===== src/rtl/isu_pkg.sv =====
package isu_pkg;
    // Register byte offsets
    localparam logic [7:0] OFF_STATUS = 8'h00;
    localparam logic [7:0] OFF_MASK   = 8'h04;
    localparam logic [7:0] OFF_CMDST  = 8'h08;
    localparam int unsigned ACC_BYTES = 4;

    typedef enum logic [1:0] {
        SEL_NONE,
        SEL_STATUS,
        SEL_MASK,
        SEL_CMDST
    } reg_sel_e;

    function automatic reg_sel_e decode_sel(input logic [7:0] a, input logic [2:0] sz);
        reg_sel_e s;
        s = SEL_NONE;
        if (sz == 3'(ACC_BYTES)) begin
            case (a)
                OFF_STATUS: s = SEL_STATUS;
                OFF_MASK:   s = SEL_MASK;
                OFF_CMDST:  s = SEL_CMDST;
                default:    s = SEL_NONE;
            endcase
        end
        return s;
    endfunction
endpackage


===== src/rtl/isu_regs.sv =====
module isu_regs
    import isu_pkg::*;
#(
    parameter int DW       = 32,
    parameter int AW       = 8,
    parameter int CMPL_BIT = 0,
    parameter int MSG_BIT  = 12
) (
    input  logic          clk,
    input  logic          rst,
    input  logic          wr_en,
    input  logic          rd_en,
    input  logic [AW-1:0] addr,
    input  logic [2:0]    acc_size,
    input  logic [DW-1:0] wdata,
    input  logic          cmpl_evt,
    input  logic          msg_evt,
    input  logic          adapter_reset,
    input  logic          cmd_status_we,
    input  logic [DW-1:0] cmd_status_val,
    output logic [DW-1:0] status_q,
    output logic [DW-1:0] mask_q,
    output logic [DW-1:0] rdata,
    output logic          upd,
    output logic          cond_nxt,
    output logic          st_wr
);
    reg_sel_e      sel;
    logic [DW-1:0] cmdst_q;
    logic [DW-1:0] status_d;
    logic [DW-1:0] mask_d;
    logic [DW-1:0] evt_set;
    logic          mk_wr;

    assign sel   = decode_sel(8'(addr), acc_size);
    assign st_wr = wr_en && (sel == SEL_STATUS);
    assign mk_wr = wr_en && (sel == SEL_MASK);

    always_comb begin
        evt_set = '0;
        evt_set[CMPL_BIT] = cmpl_evt;
        evt_set[MSG_BIT]  = msg_evt;
    end

    always_comb begin
        status_d = status_q;
        if (st_wr)
            status_d = status_d & ~wdata;
        status_d = status_d | evt_set;
        if (adapter_reset)
            status_d = '0;
        mask_d = mk_wr ? wdata : mask_q;
    end

    assign upd      = st_wr || mk_wr || cmpl_evt || msg_evt;
    assign cond_nxt = |(status_d & mask_d);

    always_ff @(posedge clk) begin
        if (rst) begin
            status_q <= '0;
            mask_q   <= '0;
            cmdst_q  <= '0;
        end else begin
            status_q <= status_d;
            mask_q   <= mask_d;
            if (cmd_status_we)
                cmdst_q <= cmd_status_val;
        end
    end

    always_comb begin
        rdata = '0;
        if (rd_en) begin
            case (sel)
                SEL_STATUS: rdata = status_q;
                SEL_MASK:   rdata = mask_q;
                SEL_CMDST:  rdata = cmdst_q;
                default:    rdata = '0;
            endcase
        end
    end
endmodule


===== src/rtl/isu_sig.sv =====
module isu_sig #(
    parameter int DW = 32
) (
    input  logic          clk,
    input  logic          rst,
    input  logic          msi_active,
    input  logic          upd,
    input  logic          cond_nxt,
    input  logic          st_wr,
    input  logic          cmpl_queued,
    input  logic [DW-1:0] status_q,
    input  logic [DW-1:0] mask_q,
    output logic          intx_level,
    output logic          msi_pulse,
    output logic          resched_req
);
    assign intx_level = !msi_active && (|(status_q & mask_q));

    always_ff @(posedge clk) begin
        if (rst) begin
            msi_pulse   <= 1'b0;
            resched_req <= 1'b0;
        end else begin
            msi_pulse   <= msi_active && upd && cond_nxt;
            resched_req <= st_wr && cmpl_queued;
        end
    end
endmodule


===== src/rtl/isu_top.sv =====
module isu_top #(
    parameter int DW       = 32,
    parameter int AW       = 8,
    parameter int CMPL_BIT = 0,
    parameter int MSG_BIT  = 12
) (
    input  logic          clk,
    input  logic          rst,
    input  logic          wr_en,
    input  logic          rd_en,
    input  logic [AW-1:0] addr,
    input  logic [2:0]    acc_size,
    input  logic [DW-1:0] wdata,
    output logic [DW-1:0] rdata,
    input  logic          cmpl_evt,
    input  logic          msg_evt,
    input  logic          adapter_reset,
    input  logic          cmpl_queued,
    input  logic          msi_ok,
    input  logic          msi_en,
    input  logic          cmd_status_we,
    input  logic [DW-1:0] cmd_status_val,
    output logic          intx_level,
    output logic          msi_pulse,
    output logic          resched_req
);
    logic [DW-1:0] status_q;
    logic [DW-1:0] mask_q;
    logic          upd;
    logic          cond_nxt;
    logic          st_wr;
    logic          msi_active;

    assign msi_active = msi_ok && msi_en;

    isu_regs #(.DW(DW), .AW(AW), .CMPL_BIT(CMPL_BIT), .MSG_BIT(MSG_BIT)) u_regs (
        .clk(clk), .rst(rst), .wr_en(wr_en), .rd_en(rd_en), .addr(addr),
        .acc_size(acc_size), .wdata(wdata), .cmpl_evt(cmpl_evt), .msg_evt(msg_evt),
        .adapter_reset(adapter_reset), .cmd_status_we(cmd_status_we),
        .cmd_status_val(cmd_status_val), .status_q(status_q), .mask_q(mask_q),
        .rdata(rdata), .upd(upd), .cond_nxt(cond_nxt), .st_wr(st_wr)
    );

    isu_sig #(.DW(DW)) u_sig (
        .clk(clk), .rst(rst), .msi_active(msi_active), .upd(upd),
        .cond_nxt(cond_nxt), .st_wr(st_wr), .cmpl_queued(cmpl_queued),
        .status_q(status_q), .mask_q(mask_q), .intx_level(intx_level),
        .msi_pulse(msi_pulse), .resched_req(resched_req)
    );
endmodule


===== config.mk =====
export PLATFORM = sky130hd
export DESIGN_NAME = isu_top
export DESIGN_NICKNAME = d
export VERILOG_FILES = /design/src/rtl/isu_pkg.sv /design/src/rtl/isu_regs.sv /design/src/rtl/isu_sig.sv /design/src/rtl/isu_top.sv
export SDC_FILE = /design/constraint.sdc
export NUM_CORES = 1
export LEC_CHECK = 0
export BUFFER_PORTS_ARGS = -buffer_cell sky130_fd_sc_hd__buf_2
export CORE_ASPECT_RATIO = 2
export CORE_MARGIN = 2
export CORE_UTILIZATION = 35
export DETAILED_ROUTE_END_ITERATION = 8
export PLACE_DENSITY_LB_ADDON = 0.3
export SLEW_MARGIN = 40
export SYNTH_ARGS = -nofsm -noshare
export SYNTH_HDL_FRONTEND = slang
export SYNTH_SLANG_ARGS = --single-unit

===== constraint.sdc =====
create_clock -name clk -period 3.1 [get_ports clk]
set_input_delay 0.31 -clock clk [delete_from_list [all_inputs] [get_ports clk]]
set_output_delay 0.31 -clock clk [all_outputs]
set_load 0.02 [all_outputs]

---- Yosys cells after proc, flatten, opt, wreduce, memory -nomap -nowiden ----
Index checks and enable logic that the tools add are counted.
word-level totals
  memory bits (writable) .................. 0
  output and inout bits ................... 35
  bits in registers ....................... 98
  latch bits .............................. 0
  bits of input ports ..................... 86
  memory bits (read-only) ................. 0
  memories ................................ 0
  word-level logic and storage cells ...... 37
operators by class
  reduce and logical (&&, ||, !) cells .... 14
  bitwise logic cells ..................... 5
  add/subtract/negate cells ............... 0
  $lt $le $gt $ge ......................... 0
  div/mod/pow operators ................... 0
  eq/ne operators ......................... 6
  muxes and demuxes ....................... 7
  shifts and indexed selects .............. 0
  multiply operators ...................... 0
operators with widths
  cell                                                             number
  32-bit two-way mux                                               4
  32-bit AND                                                       3
  32-bit case mux with 3 select lines                              1
  32-bit OR reduction                                              2
  32-bit NOT                                                       1
  32-bit by 13-bit OR with 32-bit output                           1
  8-bit by 3-bit == test with 1-bit output, second input constant  1
  8-bit by 4-bit == test with 1-bit output, second input constant  1
  8-bit zero test                                                  1
  1-bit logical AND                                                7
  2-bit case mux with 3 select lines                               1
  2-bit == test, second input constant                             2
  3-bit == test, second input constant                             1
  1-bit logical OR                                                 3
  2-bit by 1-bit == test with 1-bit output, second input constant  1
  2-bit two-way mux                                                1
  1-bit zero test                                                  1

---- Logic depth before layout (Yosys ltp) ----
  depth after elaboration ................. 11
  gate-level depth with buffers ........... 10
  depth with buffers taken out ............ 7

---- Cells and area by module ----
From an unflattened synthesis, not the netlist that was laid out.
unflattened totals
  cells, all modules ...................... 555
  area total of the unflattened synthesis .. 4680.7 um^2
modules (own cells, without submodules)
  module    cells an instance  seq. area each (um^2)  area an instance (um^2)  instances
  isu_regs  527                1921.8                 4451.8                   1
  isu_sig   27                 40.0                   222.7                    1
  isu_top   1                  0.0                    6.3                      1

---- Worst setup path before layout ----
OpenSTA, ideal clock, no wires.
  kind .................................... input to register
  from .................................... input addr[3]
  to ...................................... register u_sig.msi_pulse
  required time ........................... 2.976 ns
  path slack .............................. 0.686 ns
  arrival ................................. 2.290 ns
  path buffers ............................ 2
  cell stages on the path ................. 9
  library setup time ...................... 0.124 ns
  path through ............................ clkbuf_1 > and3b_1 > nand4_1 > buf_2 > mux2i_1 > o22ai_1 > or4_1 > nor4_1 > a21oi_1
on the way
  longest elaborated chain between the ends .. 11
  elaborated cells on any way between the ends .. 20
  those cells by class .................... eq/ne: 4; mux: 5; bitwise: 2; reduce/logical: 9
ends and longest elaborated chain
  element                                                                 line            RTL
  start, declared                                                         isu_top.sv:11   input logic [AW-1:0] addr,
  8-bit by 4-bit == test with 1-bit output, or another cell as far along  isu_pkg.sv:19   case (a)
  2-bit case mux with 3 select lines *                                    isu_pkg.sv:19
  2-bit two-way mux *                                                     isu_pkg.sv:18   if (sz == 3'(ACC_BYTES)) begin
  2-bit by 1-bit == test with 1-bit output                                isu_regs.sv:36  assign st_wr = wr_en && (sel == SEL_STATUS);
  1-bit logical AND                                                       isu_regs.sv:36
  32-bit two-way mux                                                      isu_regs.sv:47  if (st_wr)
  32-bit by 13-bit OR with 32-bit output                                  isu_regs.sv:49  status_d = status_d | evt_set;
  32-bit two-way mux                                                      isu_regs.sv:50  if (adapter_reset)
  32-bit AND                                                              isu_regs.sv:56  assign cond_nxt = |(status_d & mask_d);
  32-bit OR reduction                                                     isu_regs.sv:56
  1-bit logical AND *                                                     isu_sig.sv:24   msi_pulse <= msi_active && upd && cond_nxt;
  end signal, assigned                                                    isu_sig.sv:24
  end, declared                                                           isu_sig.sv:14   output logic msi_pulse,
Mark *: on every way between the ends. The rest lies on a longest branch, timed or not.
A chain may end at the register's enable or synchronous reset.

---- Final worst setup path ----
  from .................................... input acc_size[0]
  to ...................................... register u_sig.msi_pulse
on the way
  longest elaborated chain between the ends .. 10
  elaborated cells on any way between the ends .. 17
  those cells by class .................... eq/ne: 3; mux: 4; bitwise: 2; reduce/logical: 8
ends and longest elaborated chain
  element                                   line            RTL
  start, declared                           isu_top.sv:12   input logic [2:0] acc_size,
  3-bit == test *                           isu_pkg.sv:18
  2-bit two-way mux *                       isu_pkg.sv:18
  2-bit by 1-bit == test with 1-bit output  isu_regs.sv:36
  1-bit logical AND                         isu_regs.sv:36
  32-bit two-way mux                        isu_regs.sv:47
  32-bit by 13-bit OR with 32-bit output    isu_regs.sv:49
  32-bit two-way mux                        isu_regs.sv:50
  32-bit AND                                isu_regs.sv:56
  32-bit OR reduction                       isu_regs.sv:56
  1-bit logical AND *                       isu_sig.sv:24
Marked as above.

==> summary.txt <==
Synth
  – Mapped cell area: 0.00453 mm²
  – Fraction of registers with async set/reset: 0%
  – Share of the synthesized area in the top cell type: 43.3%
  – Syn nets: 639
  – Post-synthesis xor/xnor area fraction: 0%
  – Synth area leaders: dfxtp_1 (43%), mux2i_1 (20%), nor2_1 (14%)
  – FF+latch count, synth: 98
  – Largest family of logic cells by synthesized area: multiplexers
  – Synth cell types: 29
  – Top-count cell post-synth: nor2_1
  – Ys flop type: dfxtp_1
  – Simple-Gate Fraction of Synth Area: 17.7%
  – Post-synth EDFFs: 0
  – Synth top cells by count: nor2_1 (169), dfxtp_1 (98), mux2i_1 (90), a21oi_1 (39), inv_1 (30)
  – Post-Syn Area per Cell: 8.20 µm²
  – Post-Synthesis Cells: 553
  – Seq/Total Area, Yosys: 43.3%
  – Mux contribution to synthesized area: 19.9%
  – Synth area leader: dfxtp_1
  – Adder-cell area share of the yosys netlist: 0%
  – Yosys warnings: 0
  – Compound-Gate Fraction of Synth Area: 13.5%

Routing
  – Final WL: 14,100 µm
  – Total number of vias: 4,333
  – DRC: 0
  – Initial DRC count: 294
  – Drt wl/cell: 17.4 µm
  – Via density: 5.36
  – Drt first pass iters: 5
  – Post-route ant nets: 0

STA
  – Worst slew margin: 51.1%
  – Slew of the pin with the lowest slew margin: 0.734 ns
  – Final Hold Viols: 0
  – Setup TNS: 0 ns
  – Clock skew: 0.00593 ns
  – Tmin final: 2.39 ns
  – Max-slew violations: 0
  – Fmax: 0.419 GHz
  – Final Cycle Share: 77.0%
  – Final setup violation count: 0
  – RSZ-0062 raised after global routing: no
  – Hold Worst Slack: 0.203 ns

Pwr
  – Pwr Total: 2.68 mW
  – Switch Pwr: 0.606 mW
  – Flop pwr share: 48.5%
  – Clk pwr share: 43.8%
  – Leak: 2.69 nW
  – Sw Share: 22.6%
  – Pwr per Cell Area: 481 mW/mm²
  – Power share of the combinational group: 7.7%
  – Peak VDD IR: 0.284 mV
  – Internal: 2.07 mW

Clock tree
  – Total CTS buffers: 9
  – H-Tree Depth: 3
  – Clock Pin Slew Worst Setup and Hold Paths: 0.06 ns
  – Clk root buf: clkbuf_16
  – Clock Tree Buf Depth: 2
  – CTS tree: yes
  – Post-CTS Setup Inserts: 0
  – Cts hold-fix bufs: 0
  – CTS Sinks: 98
  – Resize count post-CTS: 0
  – Clk_lat worst skew: 0.34 ns

Setup path
  – CP max stage delay: 0.56 ns
  – Critical Path RT: 3.32 ns
  – Top Family by Delay on Critical Path: simple AND/OR/NAND/NOR gates
  – Crit-path cells: buf_2, nor4b_4, nand4_1, buf_12, mux2i_1, o22ai_1, or4_1, nor4_1, a21oi_1
  – Slowest cell on the critical path: or4_1
  – Crit path kind: in -> reg
  – Worst EP arrival: 2.61 ns
  – CP startpoint kind: primary input
  – Crit. End Element: flop
  – Buffers & Inverters on Critical Path: 2
  – CP Max Fanout: 39

GRT
  – Global route overflow: 0
  – First-pass GRT wire length: 21,900 µm
  – Largest net degree at the start of global routing: 66
  – Tot GR Track Use: 20.2%
  – Initial antenna violation count: 0
  – Number of global-route vias before repair: 4,290

Final layout
  – Post-Layout Cell Count: 809
  – Antenna Cells: 0
  – Final nets: 741
  – Area delta synth->final: 22.7%
  – FILL cells: 1,313
  – Share of post-route cells with drive strength above 1: 22.2%

Flow run
  – Max-cap violations: 0

Placed design
  – Placed Instances: 794
  – HPWL after DPL: 10,300 µm
  – GPL Wtd Cong: 0.881
  – Port bufs: 120

Status
  – Status: finished, final reports clean

Floorplan
  – Core ar.: 0.0126 mm²
  – Die area: 0.0139 mm²
  – Initial core utilization: 35.9%
  – Die X-Extent: 84.5 µm
  – Ports: 121
  – Rows: 58
  – Die Y: 165 µm

Min path
  – Worst hold path class: in -> reg
[per-layer routing]
layer	routed length, µm	global-route usage, %	vias to the layer above
met3	750	3.60	33
li1	-	-	2089
met1	5330	22.0	2032
met5	0	0	-
met2	7500	37.2	179
met4	528	9.16	0
[cell families after synthesis]
kind of cell / Yosys count
AND/OR/NAND/NOR: 192
AO/OA/AOI/OAI: 106
flip-flops: 98
multiplexers: 90
buffers and inverters: 67
[final timing paths]
kind                       end  depth (start not counted)  slack, ns              start
max            u_sig.msi_pulse                          9       0.71        acc_size[0]
min          u_regs.cmdst_q[7]                          3       0.20  cmd_status_val[7]
max reg2reg    u_sig.msi_pulse                          5       1.33  u_regs.mask_q[26]
min reg2reg  u_regs.cmdst_q[6]                          2       0.49  u_regs.cmdst_q[6]
[state kept, by name, indices dropped and copies added (netlist names)]
signal             cells
u_regs.cmdst_q        32
u_regs.status_q       32
u_sig.resched_req      1
u_sig.msi_pulse        1
u_regs.mask_q         32
[cell usage in the layout (no fill, tap or decap), drive strengths merged, types with 2 or more instances in the layout]
master	synthesis	routed
inv	30	30
bufinv	0	2
or4	3	3
nand2b	2	2
a22oi	8	8
nor4b	2	2
clkinv	0	3
o21ai	30	30
clkbuf	24	9
a21oi	39	39
o22ai	18	18
dfxtp	98	98
a221oi	4	4
nand4	7	7
buf	13	128
nor3	2	2
mux2i	90	90
nor3b	2	2
a22o	4	4
nor2	169	169
[power by group through the flow]
stage               Combinational [mW]  Clock, mW  Sequential [mW]
finish                           0.205       1.17             1.30
floorplan                        0.114          0             1.32
global route                     0.226       1.26             1.30
detailed placement               0.207          0             1.33
CTS                              0.207       1.20             1.30
global placement                 0.203          0             1.33
[area by class of cell]
type	count	area (µm²)	share of cell area [%]
clock buffer	9	225	4.05
clock inverter	6	82.6	1.48
inverter	30	113	2.02
multi-input combinational	388	2320	41.7
sequential	98	1960	35.3
tap	150	188	3.37
timing repair buffer	128	676	12.1
[metrics by stage]
step                setup WS, ns  cell area, µm²  utilization (%)
floorplan                  0.686            4530                -
global placement           0.498            5260             41.6
detailed placement         0.432            5260             41.6
CTS                        0.777            5570             44.1
global route               0.637            5570             44.1
finish                     0.714            5570             44.1
[worst reg2reg max path, stage by stage (launching register included)]
cell and delay (ns):
dfxtp_1 0.34, mux2i_1 0.19, o22ai_1 0.15, or4_1 0.56
nor4_1 0.31, a21oi_1 0.10
Power figures use the tool's default switching activity.
